File: config.mk
export PLATFORM = sky130hd
export DESIGN_NAME = nct_top
export DESIGN_NICKNAME = d
export VERILOG_FILES = /design/src/rtl/nct_pkg.sv /design/src/rtl/nct_window.sv /design/src/rtl/nct_wait.sv /design/src/rtl/nct_seq.sv /design/src/rtl/nct_top.sv
export SDC_FILE = /design/constraint.sdc
export NUM_CORES = 1
export LEC_CHECK = 0
export BUFFER_PORTS_ARGS = -buffer_cell sky130_fd_sc_hd__buf_2
export CAP_MARGIN = 10
export CORE_ASPECT_RATIO = 0.9
export CORE_MARGIN = 8
export CORE_UTILIZATION = 40
export DETAILED_ROUTE_END_ITERATION = 6
export PLACE_DENSITY = 0.76
export SKIP_LAST_GASP = 1
export SYNTH_ARGS = -nofsm -noshare
export SYNTH_HDL_FRONTEND = slang
export SYNTH_SLANG_ARGS = --single-unit
File: constraint.sdc
create_clock -name clk -period 3.8 [get_ports clk]
set_input_delay 1.14 -clock clk [delete_from_list [all_inputs] [get_ports clk]]
set_output_delay 1.14 -clock clk [all_outputs]
set_load 0.02 [all_outputs]
File: src/rtl/nct_pkg.sv
package nct_pkg;
  typedef enum logic [1:0] {
    ST_IDLE = 2'd0,
    ST_RUN  = 2'd1,
    ST_HOLD = 2'd2
  } nct_state_e;

  // strobe slots
  localparam int NSTB   = 5;
  localparam int SI_CE  = 0;
  localparam int SI_ALE = 1;
  localparam int SI_OE  = 2;
  localparam int SI_WE  = 3;
  localparam int SI_DQ  = 4;
  // 1 = strobe is active low
  localparam logic [NSTB-1:0] STB_ACT_LOW = 5'b01101;
endpackage

File: src/rtl/nct_window.sv
module nct_window #(
  parameter int   TW      = 5,
  parameter logic ACT_LOW = 1'b0
) (
  input  logic          clk,
  input  logic          rst,
  input  logic          live,
  input  logic          en,
  input  logic [TW-1:0] tick,
  input  logic [TW-1:0] on_t,
  input  logic [TW-1:0] off_t,
  output logic          strobe
);
  logic hit;

  // active when on_t <= tick < off_t; empty window if off_t <= on_t
  always_comb hit = live && en && (tick >= on_t) && (tick < off_t);

  always_ff @(posedge clk) begin
    if (rst) strobe <= ACT_LOW;
    else     strobe <= ACT_LOW ^ hit;
  end
endmodule

File: src/rtl/nct_wait.sv
module nct_wait #(
  parameter int TW = 5
) (
  input  logic [TW-1:0] gap_len,
  input  logic          gap_en,
  input  logic          opt_access,
  input  logic [TW-1:0] turn_len,
  input  logic          was_read,
  output logic [TW-1:0] wait_len
);
  logic [TW-1:0] g, t;

  always_comb begin
    g        = (gap_en && !opt_access) ? gap_len : '0;
    t        = was_read ? turn_len : '0;
    wait_len = (g > t) ? g : t;
  end
endmodule

File: src/rtl/nct_seq.sv
module nct_seq
  import nct_pkg::*;
#(
  parameter int TW = 5,
  parameter int DW = 16
) (
  input  logic          clk,
  input  logic          rst,
  input  logic          req_valid,
  input  logic          req_write,
  input  logic [DW-1:0] req_wdata,
  input  logic [DW-1:0] dq_in,
  input  logic [TW-1:0] rd_cycle,
  input  logic [TW-1:0] wr_cycle,
  input  logic [TW-1:0] rd_access,
  input  logic [TW-1:0] gap_len,
  input  logic          gap_en,
  input  logic          opt_access,
  input  logic [TW-1:0] turn_len,
  output logic          ready,
  output logic          done,
  output logic [DW-1:0] rdata,
  output logic [DW-1:0] wdata_q,
  output logic          live_nxt,
  output logic [TW-1:0] tick_nxt,
  output logic          wr_nxt
);
  nct_state_e    state;
  logic [TW-1:0] cnt, wcnt, cyc_sel, wait_len;
  logic          op_wr, accept, last, capture;

  nct_wait #(.TW(TW)) u_wait (
    .gap_len   (gap_len),
    .gap_en    (gap_en),
    .opt_access(opt_access),
    .turn_len  (turn_len),
    .was_read  (!op_wr),
    .wait_len  (wait_len)
  );

  always_comb begin
    cyc_sel  = op_wr ? wr_cycle : rd_cycle;
    accept   = (state == ST_IDLE) && req_valid;
    last     = (state == ST_RUN) && (cnt == cyc_sel - 1'b1);
    capture  = (state == ST_RUN) && !op_wr && (cnt + 1'b1 == rd_access);
    live_nxt = accept || ((state == ST_RUN) && !last);
    tick_nxt = accept ? '0 : cnt + 1'b1;
    wr_nxt   = accept ? req_write : op_wr;
    ready    = (state == ST_IDLE);
  end

  always_ff @(posedge clk) begin
    if (rst) begin
      state   <= ST_IDLE;
      cnt     <= '0;
      wcnt    <= '0;
      op_wr   <= 1'b0;
      wdata_q <= '0;
      rdata   <= '0;
      done    <= 1'b0;
    end else begin
      done <= 1'b0;
      if (capture) rdata <= dq_in;
      unique case (state)
        ST_IDLE: if (accept) begin
          state   <= ST_RUN;
          cnt     <= '0;
          op_wr   <= req_write;
          wdata_q <= req_wdata;
        end
        ST_RUN: begin
          if (last) begin
            done <= 1'b1;
            wcnt <= wait_len;
            state <= (wait_len == '0) ? ST_IDLE : ST_HOLD;
          end else begin
            cnt <= cnt + 1'b1;
          end
        end
        ST_HOLD: begin
          if (wcnt <= 1) state <= ST_IDLE;
          else           wcnt  <= wcnt - 1'b1;
        end
        default: state <= ST_IDLE;
      endcase
    end
  end
endmodule

File: src/rtl/nct_top.sv
module nct_top
  import nct_pkg::*;
#(
  parameter int TW = 5,
  parameter int DW = 16
) (
  input  logic          clk,
  input  logic          rst,
  input  logic          req_valid,
  input  logic          req_write,
  input  logic [DW-1:0] req_wdata,
  input  logic [TW-1:0] t_ce_off_rd,
  input  logic [TW-1:0] t_ce_off_wr,
  input  logic [TW-1:0] t_ale_on,
  input  logic [TW-1:0] t_ale_off_rd,
  input  logic [TW-1:0] t_ale_off_wr,
  input  logic [TW-1:0] t_oe_on,
  input  logic [TW-1:0] t_oe_off,
  input  logic [TW-1:0] t_we_on,
  input  logic [TW-1:0] t_we_off,
  input  logic [TW-1:0] t_rd_cycle,
  input  logic [TW-1:0] t_wr_cycle,
  input  logic [TW-1:0] t_rd_access,
  input  logic [TW-1:0] t_gap,
  input  logic          gap_en,
  input  logic          opt_access,
  input  logic [TW-1:0] t_turn,
  output logic          ready,
  output logic          done,
  output logic [DW-1:0] rdata,
  input  logic [DW-1:0] dq_in,
  output logic [DW-1:0] dq_out,
  output logic          dq_oe,
  output logic          ce_n,
  output logic          ale,
  output logic          oe_n,
  output logic          we_n
);
  logic          live_nxt, wr_nxt;
  logic [TW-1:0] tick_nxt;
  logic [TW-1:0] on_v  [NSTB];
  logic [TW-1:0] off_v [NSTB];
  logic [NSTB-1:0] en_v, stb_q;

  nct_seq #(.TW(TW), .DW(DW)) u_seq (
    .clk       (clk),
    .rst       (rst),
    .req_valid (req_valid),
    .req_write (req_write),
    .req_wdata (req_wdata),
    .dq_in     (dq_in),
    .rd_cycle  (t_rd_cycle),
    .wr_cycle  (t_wr_cycle),
    .rd_access (t_rd_access),
    .gap_len   (t_gap),
    .gap_en    (gap_en),
    .opt_access(opt_access),
    .turn_len  (t_turn),
    .ready     (ready),
    .done      (done),
    .rdata     (rdata),
    .wdata_q   (dq_out),
    .live_nxt  (live_nxt),
    .tick_nxt  (tick_nxt),
    .wr_nxt    (wr_nxt)
  );

  always_comb begin
    on_v[SI_CE]  = '0;
    off_v[SI_CE] = wr_nxt ? t_ce_off_wr : t_ce_off_rd;
    en_v[SI_CE]  = 1'b1;
    on_v[SI_ALE]  = t_ale_on;
    off_v[SI_ALE] = wr_nxt ? t_ale_off_wr : t_ale_off_rd;
    en_v[SI_ALE]  = 1'b1;
    on_v[SI_OE]  = t_oe_on;
    off_v[SI_OE] = t_oe_off;
    en_v[SI_OE]  = !wr_nxt;
    on_v[SI_WE]  = t_we_on;
    off_v[SI_WE] = t_we_off;
    en_v[SI_WE]  = wr_nxt;
    on_v[SI_DQ]  = '0;
    off_v[SI_DQ] = t_wr_cycle;
    en_v[SI_DQ]  = wr_nxt;
  end

  for (genvar g = 0; g < NSTB; g++) begin : g_stb
    nct_window #(.TW(TW), .ACT_LOW(STB_ACT_LOW[g])) u_win (
      .clk   (clk),
      .rst   (rst),
      .live  (live_nxt),
      .en    (en_v[g]),
      .tick  (tick_nxt),
      .on_t  (on_v[g]),
      .off_t (off_v[g]),
      .strobe(stb_q[g])
    );
  end

  assign ce_n  = stb_q[SI_CE];
  assign ale   = stb_q[SI_ALE];
  assign oe_n  = stb_q[SI_OE];
  assign we_n  = stb_q[SI_WE];
  assign dq_oe = stb_q[SI_DQ];
endmodule

; ---- Yosys cells after proc, flatten, opt, wreduce, memory -nomap -nowiden
; Index checks and enable logic that the tools add are counted.
[word_totals]
ff_bits = 51
latch_bits = 0
ramBits = 0
mem_bits_ro = 0
in_bits = 108
out_inout_bits = 39
word_cells = 91
mem_count = 0
[op_classes]
add_sub_neg = 3
mul = 0
div_mod_pow = 0
n_lt_le_gt_ge = 11
n_eq_ne = 9
n_shift = 0
mux = 20
bitwise_logic = 4
reduce_logical = 32
[ops]
columns = cell, n
row1 = $mux W5, 11
row2 = $lt A5 B5 Y1, 5
row3 = $pmux W5 S2, 2
row4 = $logic_and A1 B1 Y1, 18
row5 = $ge A5 B5 Y1, 3
row6 = $eq A5 B5 Y1, 2
row7 = $sub A5 B1 Y5 const B, 2
row8 = $reduce_and A3 Y1, 3
row9 = $mux W2, 4
row10 = $ne A2 B1 Y1 const B, 3
row11 = $pmux W2 S3, 1
row12 = $add A5 B1 Y5 const B, 1
row13 = $ge A5 B1 Y1 const B, 1
row14 = $gt A5 B5 Y1, 1
row15 = $le A5 B1 Y1 const B, 1
row16 = $logic_not A5 Y1, 1
row17 = $logic_not A1 Y1, 4
row18 = $ne A2 B2 Y1 const B, 2
row19 = $not A1 Y1, 4
row20 = $reduce_bool A2 Y1, 2
row21 = $eq A2 B1 Y1 const B, 1
row22 = $eq A2 B2 Y1 const B, 1
row23 = $logic_not A2 Y1, 1
row24 = $mux W1, 2
row25 = other kinds (3), 3

; ---- Depth between registers and ports, before layout
; Gate-level depths: netlist (run 1).
[logic_depth]
depth_word = 11
mapped_depth = 12
depth_no_buf = 10

; ---- Hierarchy
; Synthesis (run 1) repeated with hierarchy kept, for this count alone.
[hier_totals]
cells_unflattened = 464
area_unflattened_um2 = 3821.2
[by_module_without_submodules]
columns = mod, instances, cells_each, area_each_um2, seq_area_each_um2
row1 = nct_seq, 1, 252, 2173.3, 920.9
row2 = nct_window (g_stb[0].u_win ...), 3, 32, 244.0, 20.0
row3 = nct_window (g_stb[1].u_win ...), 2, 34, 255.2, 20.0
row4 = nct_wait, 1, 34, 236.5, 0.0
row5 = nct_top, 1, 14, 168.9, 0.0

; ---- Worst setup path after synthesis (run 1)
; No wires, ideal clock.
[synth_timing]
kind = in2reg
from = input gap_en
to = register u_seq.wcnt[0]
setup_time_ps = 106
arrival_ps = 3173
t_required_ps = 3694
setup_slack_ps = 521
stages = 11
path_cell_list = nor2b_1 -> and2_1 -> ha_1 -> nand4_1 -> or2_2 -> clkbuf_1 -> and2_0 -> clkbuf_1 -> a211o_1 -> a211o_1 -> o311ai_0
[synth_between]
elab_chain_cells = 6
[synth_lines]
columns = item, line_no
row1 = from (decl), nct_top.sv:25  ; input logic gap_en,
row2 = $logic_and A1 B1 Y1 *, nct_wait.sv:14  ; g = (gap_en && !opt_access) ? gap_len : '0;
row3 = $mux W5 *, nct_wait.sv:14
row4 = $gt A5 B5 Y1, nct_wait.sv:16  ; wait_len = (g > t) ? g : t;
row5 = $mux W5 *, nct_wait.sv:16
row6 = $mux W5 *, nct_seq.sv:72  ; if (last) begin
row7 = $pmux W5 S2 *, nct_seq.sv:64  ; unique case (state)
row8 = to (signal assigned), nct_seq.sv:74  ; wcnt <= wait_len;
row9 = to (signal assigned), nct_seq.sv:82  ; else wcnt <= wcnt - 1'b1;
row10 = to (decl), nct_seq.sv:29  ; logic [TW-1:0] cnt, wcnt, cyc_sel, wait_len;
; Every way passes the cells marked *; elsewhere a longest branch is shown, timed or not. The select of a mux whose other input is x is not followed.
; A chain may end at the register's enable or synchronous reset.

; ---- Worst setup path after layout (run 1)
[layout_timing]
from = input gap_en
to = register u_seq.wcnt[2]
; The elaborated chain is that of the path after synthesis.

==> results of run 1 <==
cell usage after synthesis (4+ instances only):
| master | number |
|---|---|
| dfxtp_1 | 51 |
| ha_1 | 48 |
| nand2_1 | 42 |
| inv_1 | 36 |
| a21oi_1 | 32 |
| mux2i_1 | 32 |
| nor2_1 | 27 |
| clkbuf_1 | 14 |
| o21ai_0 | 11 |
| a21o_1 | 10 |
| nand3_1 | 8 |
| xor2_1 | 8 |
| nand2b_1 | 7 |
| xnor2_1 | 7 |
| o21a_1 | 6 |
| and2_1 | 5 |
| nor3_1 | 5 |
| a21boi_0 | 4 |
| a31oi_1 | 4 |
| nand4_1 | 4 |
| nor2b_1 | 4 |
| nor3b_1 | 4 |
| o32ai_1 | 4 |
metal layers:
metal  vias up  routed length (µm)
met1      1674                4676
met2       148                5116
met4         0                 135
li1       1815                   -
met3        11                 885
met5         -                   0
worst min path at each step:
stage                        to  slack [ps]  cells after the start        startpoint
2_1_floorplan     u_seq.wcnt[4]         470                      2     u_seq.wcnt[4]
3_3_place_gp   u_seq.wdata_q[0]         440                      2  u_seq.wdata_q[0]
3_5_place_dp   u_seq.wdata_q[6]         450                      2  u_seq.wdata_q[6]
4_1_cts        u_seq.wdata_q[6]         460                      2  u_seq.wdata_q[6]
5_1_grt        u_seq.wdata_q[5]         470                      2  u_seq.wdata_q[5]
6_report       u_seq.wdata_q[2]         460                      2  u_seq.wdata_q[2]
critical path: cells and delay by family:
kind | cells | cell delay, ps
buffers and inverters | 1 | 90
adder cells (fa/ha/maj) | 1 | 320
AND/OR/NAND/NOR | 5 | 1270
AO/OA/AOI/OAI | 3 | 710
layout make-up:
type	count	area, µm²	area share [%]
clock buffers	5	68.82	1.492
clock inverters	3	46.29	1.004
inverters	36	135.1	2.930
multi-input cells	325	2390	51.82
flip-flops and latches	51	1021	22.14
well taps	122	152.6	3.310
repair buffers	155	798.3	17.31
cell families after synthesis:
logic type / after synthesis
AOI/OAI and AO/OA: 102
xor gates and xnor gates: 15
adders and majority gates: 48
buffers and inverters: 55
DFF: 51
muxes: 35
and+or+nand+nor: 125
power by group through the flow:
stage               sequential (µW)  clock [µW]  combinational (µW)
global placement                645           0                 760
detailed placement              648           0                 788
global route                    644         413                 889
floorplan                       667           0                 520
CTS                             636         400                 792
finish                          637         386                 797
metrics by stage:
step	total power [µW]	area (µm²)	utilization (%)
2_1_floorplan	1188	3642	-
3_3_place_gp	1404	4497	49.96
3_5_place_dp	1436	4497	49.96
4_1_cts	1828	4612	51.24
5_1_grt	1946	4612	51.24
6_report	1820	4612	51.24
flip-flops by register name, indices dropped and copies added, names as in the netlist:
| register | cells |
|---|---|
| u_seq.rdata | 16 |
| u_seq.op_wr | 1 |
| u_seq.done | 1 |
| u_seq.cnt | 5 |
| g_stb.u_win.strobe | 5 |
| u_seq.state | 2 |
| u_seq.wcnt | 5 |
| u_seq.wdata_q | 16 |
cell usage in the layout (no fill, tap or decap), types with 5 or more instances in the layout:
cell / n
nand2b_1: 7
o21ai_0: 11
inv_1: 36
a21oi_1: 32
clkbuf_8: 5
buf_4: 9
mux2i_1: 32
buf_2: 146
xor2_1: 8
nand2_1: 42
nor3_1: 5
nand3_1: 8
ha_1: 48
dfxtp_1: 51
o21a_1: 6
a21o_1: 10
and2_1: 5
nor2_1: 27
xnor2_1: 7
==> reports/metrics.yaml, run 1 <==
synthesis:
  ys.flop_type: "dfxtp_1"
  synth_edf_count: 0
  synth_cells: 431
  synth_xor_area_share_pct: 3.607
  syn_area_um2: 3642
  synth_seq_cells: 51
  synth_adder_area_share_pct: 16.49
  synth_top_area_share_pct: 28.03
  synth_top_family_by_area: "compound AO/OA/AOI/OAI gates"
  yosysSeqAreaShare_pct: 28.03
  synth_compound_area_share_pct: 18.96
  synth_cell_types: 54
  yosysWarnings: 0
  synthSimpleGateAreaFrac_pct: 16.83
  synthArstFlopShare_pct: 0
  synthTopCellsByArea: "dfxtp_1 28%, ha_1 16%, mux2i_1 8.8%"
  syn_nets: 587
  synth_top_cell_by_area: "dfxtp_1"
  synth.mux.area_fraction_pct: 9.722
  syn_area_per_cell_um2: 8.451
placed_design:
  place_inst: 689
  place_worst_setup_slack_ps: 224.0
  dpl.hpwl_um: 8877
  gp_congestion: 0.8919
  io_buffers: 146
power:
  p_seq_share_pct: 35.0
  switching_share_pct: 38.92
  p_comb_share_pct: 43.8
  p_int_uw: 1112
  ir_drop_mv: 0.2062
  p_switching_uw: 708.2
  power.density_nw_per_um2: 394.6
  clockPowerShare_pct: 21.2
  leakage_uw: 0.002451
timing:
  hold_slack_ps: 456.2
  tightest_slew_ps: 717.4
  relSlewSlack_pct: 52.11
  fin_crit_ps: 3307
  report.final.slew_viol_count: 0
  finalSetupViolCount: 0
  worst_slack_ps: 492.9
  fin_setup_tns_ps: 0
  rsz0062_at_grt: "no"
  fin_worst_skew_ps: 12.77
  fmax_ghz: 0.3024
  finalHoldViolations: 0
  period_share_pct: 87.03
min_path:
  min_path_type: "register to register"
clock_tree:
  clock_latency_ps: 300
  h-tree-depth: 2
  cts_resized: 0
  clk_path_buf_depth: 2
  cts_sinks: 51
  hold_buffers: 0
  clk_root_buffer_cell: "clkbuf_8"
  cts_made_buffers: 5
  postCtsSetupRepairBufs: 0
  path_clk_slew_ps: 90
  cts_tree: "yes"
die:
  ios: 147
  fp-row-count: 33
  die_x_um: 116.6
  die-area_um2: 12420
  core_um2: 9001
  start_util_pct: 40.46
  die_height_um: 106.5
cells_and_area:
  nFillCells: 862
  insertedDiodeCount: 0
  drive_above_1_share_pct: 30.43
  area_growth_pct: 26.62
  fin_nets: 730
  fin_cells: 697
detailed_routing:
  via_count: 3648
  drt-wirelength-per-cell_um: 15.51
  ant_nets: 0
  drc: 0
  firstDrtPassIters: 4
  drt_iter0_markers: 307
  via_per_inst: 5.234
  wirelength_um: 10810
grt:
  busiest_layer: "met2"
  grt_pass1_wl_um: 17490
  grt.met3_usage_pct: 3.626
  first_global_vias: 3776
  antenna_found_initial: 0
  grt_use_met1_pct: 20.40
  grt_max_degree: 43
  grtUsageMet2_pct: 29.94
  grt_util_all_layers_pct: 16.98
  grt_remaining_overflow: 0
setup_path:
  crit_arrival_ps: 3540
  r2r_start: "u_seq.op_wr"
  crit_path_max_incr_delay_ps: 440
  crit_fanout: 7
  path_cells: "buf_2, nor2b_1, and2_1, ha_1, nand4_1, o221ai_1, and2_0, a311oi_1, or4_1, a21oi_1"
  crit_path_start: "gap_en"
  reg2reg_slack_ps: 790
  cp-end-kind: "register"
  required_ps: 4030
  setup.worst_path.start_class: "input port"
  endpoint: "u_seq.wcnt[2]"
  path_class: "input port to register"
  crit_slowest_cell: "o221ai_1"
  reg2reg_depth: 6
  timing.rr.end: "g_stb[3].u_win.strobe"
flow_run:
  maxCapViolations: 0
status:
  status: "finished clean"
No activity file was read; power rests on OpenSTA's default activity.
==> inputs of run 2 (changes only) <==
- CORE_MARGIN: 8 -> not set
==> run 2 against run 1 <==
  * Clock power up 5.2%
  * Register-to-register slack improved by 40 ps
  * Critical endpoint unchanged
  * First-iteration DRC count fell by 21%
  * Clock-buffer cell count up 1
==> reports/metrics.yaml, run 2 (synthesis gave the netlist of run 1 again) <==
cells_and_area:
  fin_cells: 692
  nFillCells: 823
  top_regs: "u_seq.rdata: 16 flops, u_seq.wdata_q: 16 flops"
  final_cell_mix: "146 x buf_2, 51 x dfxtp_1, 48 x ha_1, 42 x nand2_1, 36 x inv_1"
  layout_commonest_cell: "buf_2"
  drive_above_1_share_pct: 30.19
  fin_util_pct: 52.94
  insertedDiodeCount: 0
  area_growth_pct: 26.28
  fin_nets: 728
placed_design:
  io_buffers: 146
  place_worst_setup_slack_ps: 176.8
  gp_congestion: 0.8542
  dpl.hpwl_um: 7713
  place_inst: 684
timing:
  fin_crit_ps: 3361
  hold_slack_ps: 455.1
  tightest_slew_ps: 688.0
  rsz0062_at_grt: "no"
  finalHoldViolations: 0
  fin_worst_skew_ps: 6.842
  relSlewSlack_pct: 54.07
  report.final.slew_viol_count: 0
  period_share_pct: 88.44
  finalSetupViolCount: 0
  worst_slack_ps: 439.3
  fmax_ghz: 0.2976
  fin_setup_tns_ps: 0
grt:
  grtUsageMet2_pct: 34.50
  grt.met3_usage_pct: 4.528
  busiest_layer: "met2"
  grt_remaining_overflow: 0
  antenna_found_initial: 0
  grt_max_degree: 39
  first_global_vias: 3431
  grt_pass1_wl_um: 15340
  grt_util_all_layers_pct: 20.04
  grt_use_met1_pct: 24.47
setup_path:
  setup.worst_path.start_class: "input port"
  crit_fanout: 7
  r2r_start: "u_seq.op_wr"
  crit_arrival_ps: 3600
  cp-end-kind: "register"
  crit_path_start: "opt_access"
  path_class: "input port to register"
  required_ps: 4040
clock_tree:
  h-tree-depth: 2
  hold_buffers: 0
  postCtsSetupRepairBufs: 0
  clk_root_buffer_cell: "clkbuf_8"
  clk_path_buf_depth: 2
  cts_resized: 0
  cts_made_buffers: 5
  clock_latency_ps: 310
  path_clk_slew_ps: 90
  cts_sinks: 51
  cts_tree: "yes"
detailed_routing:
  firstDrtPassIters: 5
  ant_nets: 0
  drc: 0
  drt-wirelength-per-cell_um: 14.00
  wirelength_um: 9689
  drt_iter0_markers: 243
  via_count: 3631
  via_per_inst: 5.247
die:
  ios: 147
  start_util_pct: 41.92
  die-area_um2: 9492
  core_um2: 8688
  fp-row-count: 32
  die_height_um: 92.53
  die_x_um: 102.6
min_path:
  min_path_type: "register to register"
  hold_start: "u_seq.wdata_q[0]"
power:
  leakage_uw: 0.002448
  ir_drop_mv: 0.2379
  power.density_nw_per_um2: 397.0
status:
  status: "finished clean"
flow_run:
  maxCapViolations: 0
## run 2: final timing paths
path / end / slack, ps / depth (start not counted)
worst max register to register: u_seq.wcnt[2] / 830 / 8
worst min-delay path: u_seq.wdata_q[0] / 460 / 2
worst min register to register: u_seq.wdata_q[0] / 460 / 2
worst max-delay path: u_seq.wcnt[2] / 440 / 10
## run 2: worst max-delay path, cell delays in order
cell	delay (ps)
buf_2	100
nor2b_1	290
and2_1	210
ha_1	180
nand4_1	130
o221ai_1	460
and2_0	400
a311oi_1	130
or4_1	400
a21oi_1	160
## run 2: per-stage QoR
step	total power [µW]	area (µm²)
floorplan	1188	3642
global placement	1393	4478
detailed placement	1418	4478
CTS	1828	4599
global route	1944	4599
finish	1826	4599
## run 2: final cells by class
class                      count  area (µm²)  share of cell area [%]
inverter                      36       135.1                   2.938
multi-input combinational    325        2390                   51.96
sequential                    51        1021                   22.20
timing repair buffer         153       783.3                   17.03
tap                          119       148.9                   3.237
clock inverter                 2       38.79                  0.8433
clock buffer                   6       82.58                   1.795
## run 2: power breakdown
group | total, µW | internal [µW] | switching [µW]
sequential | 636 | 588 | 47.7
combinational | 784 | 321 | 464
clock | 406 | 217 | 189
## run 2: routing by layer
layer  vias up  wire (µm)
met2       176       4599
met4         0        165
met1      1624       4159
met5         -          0
li1       1812          -
met3        19        765
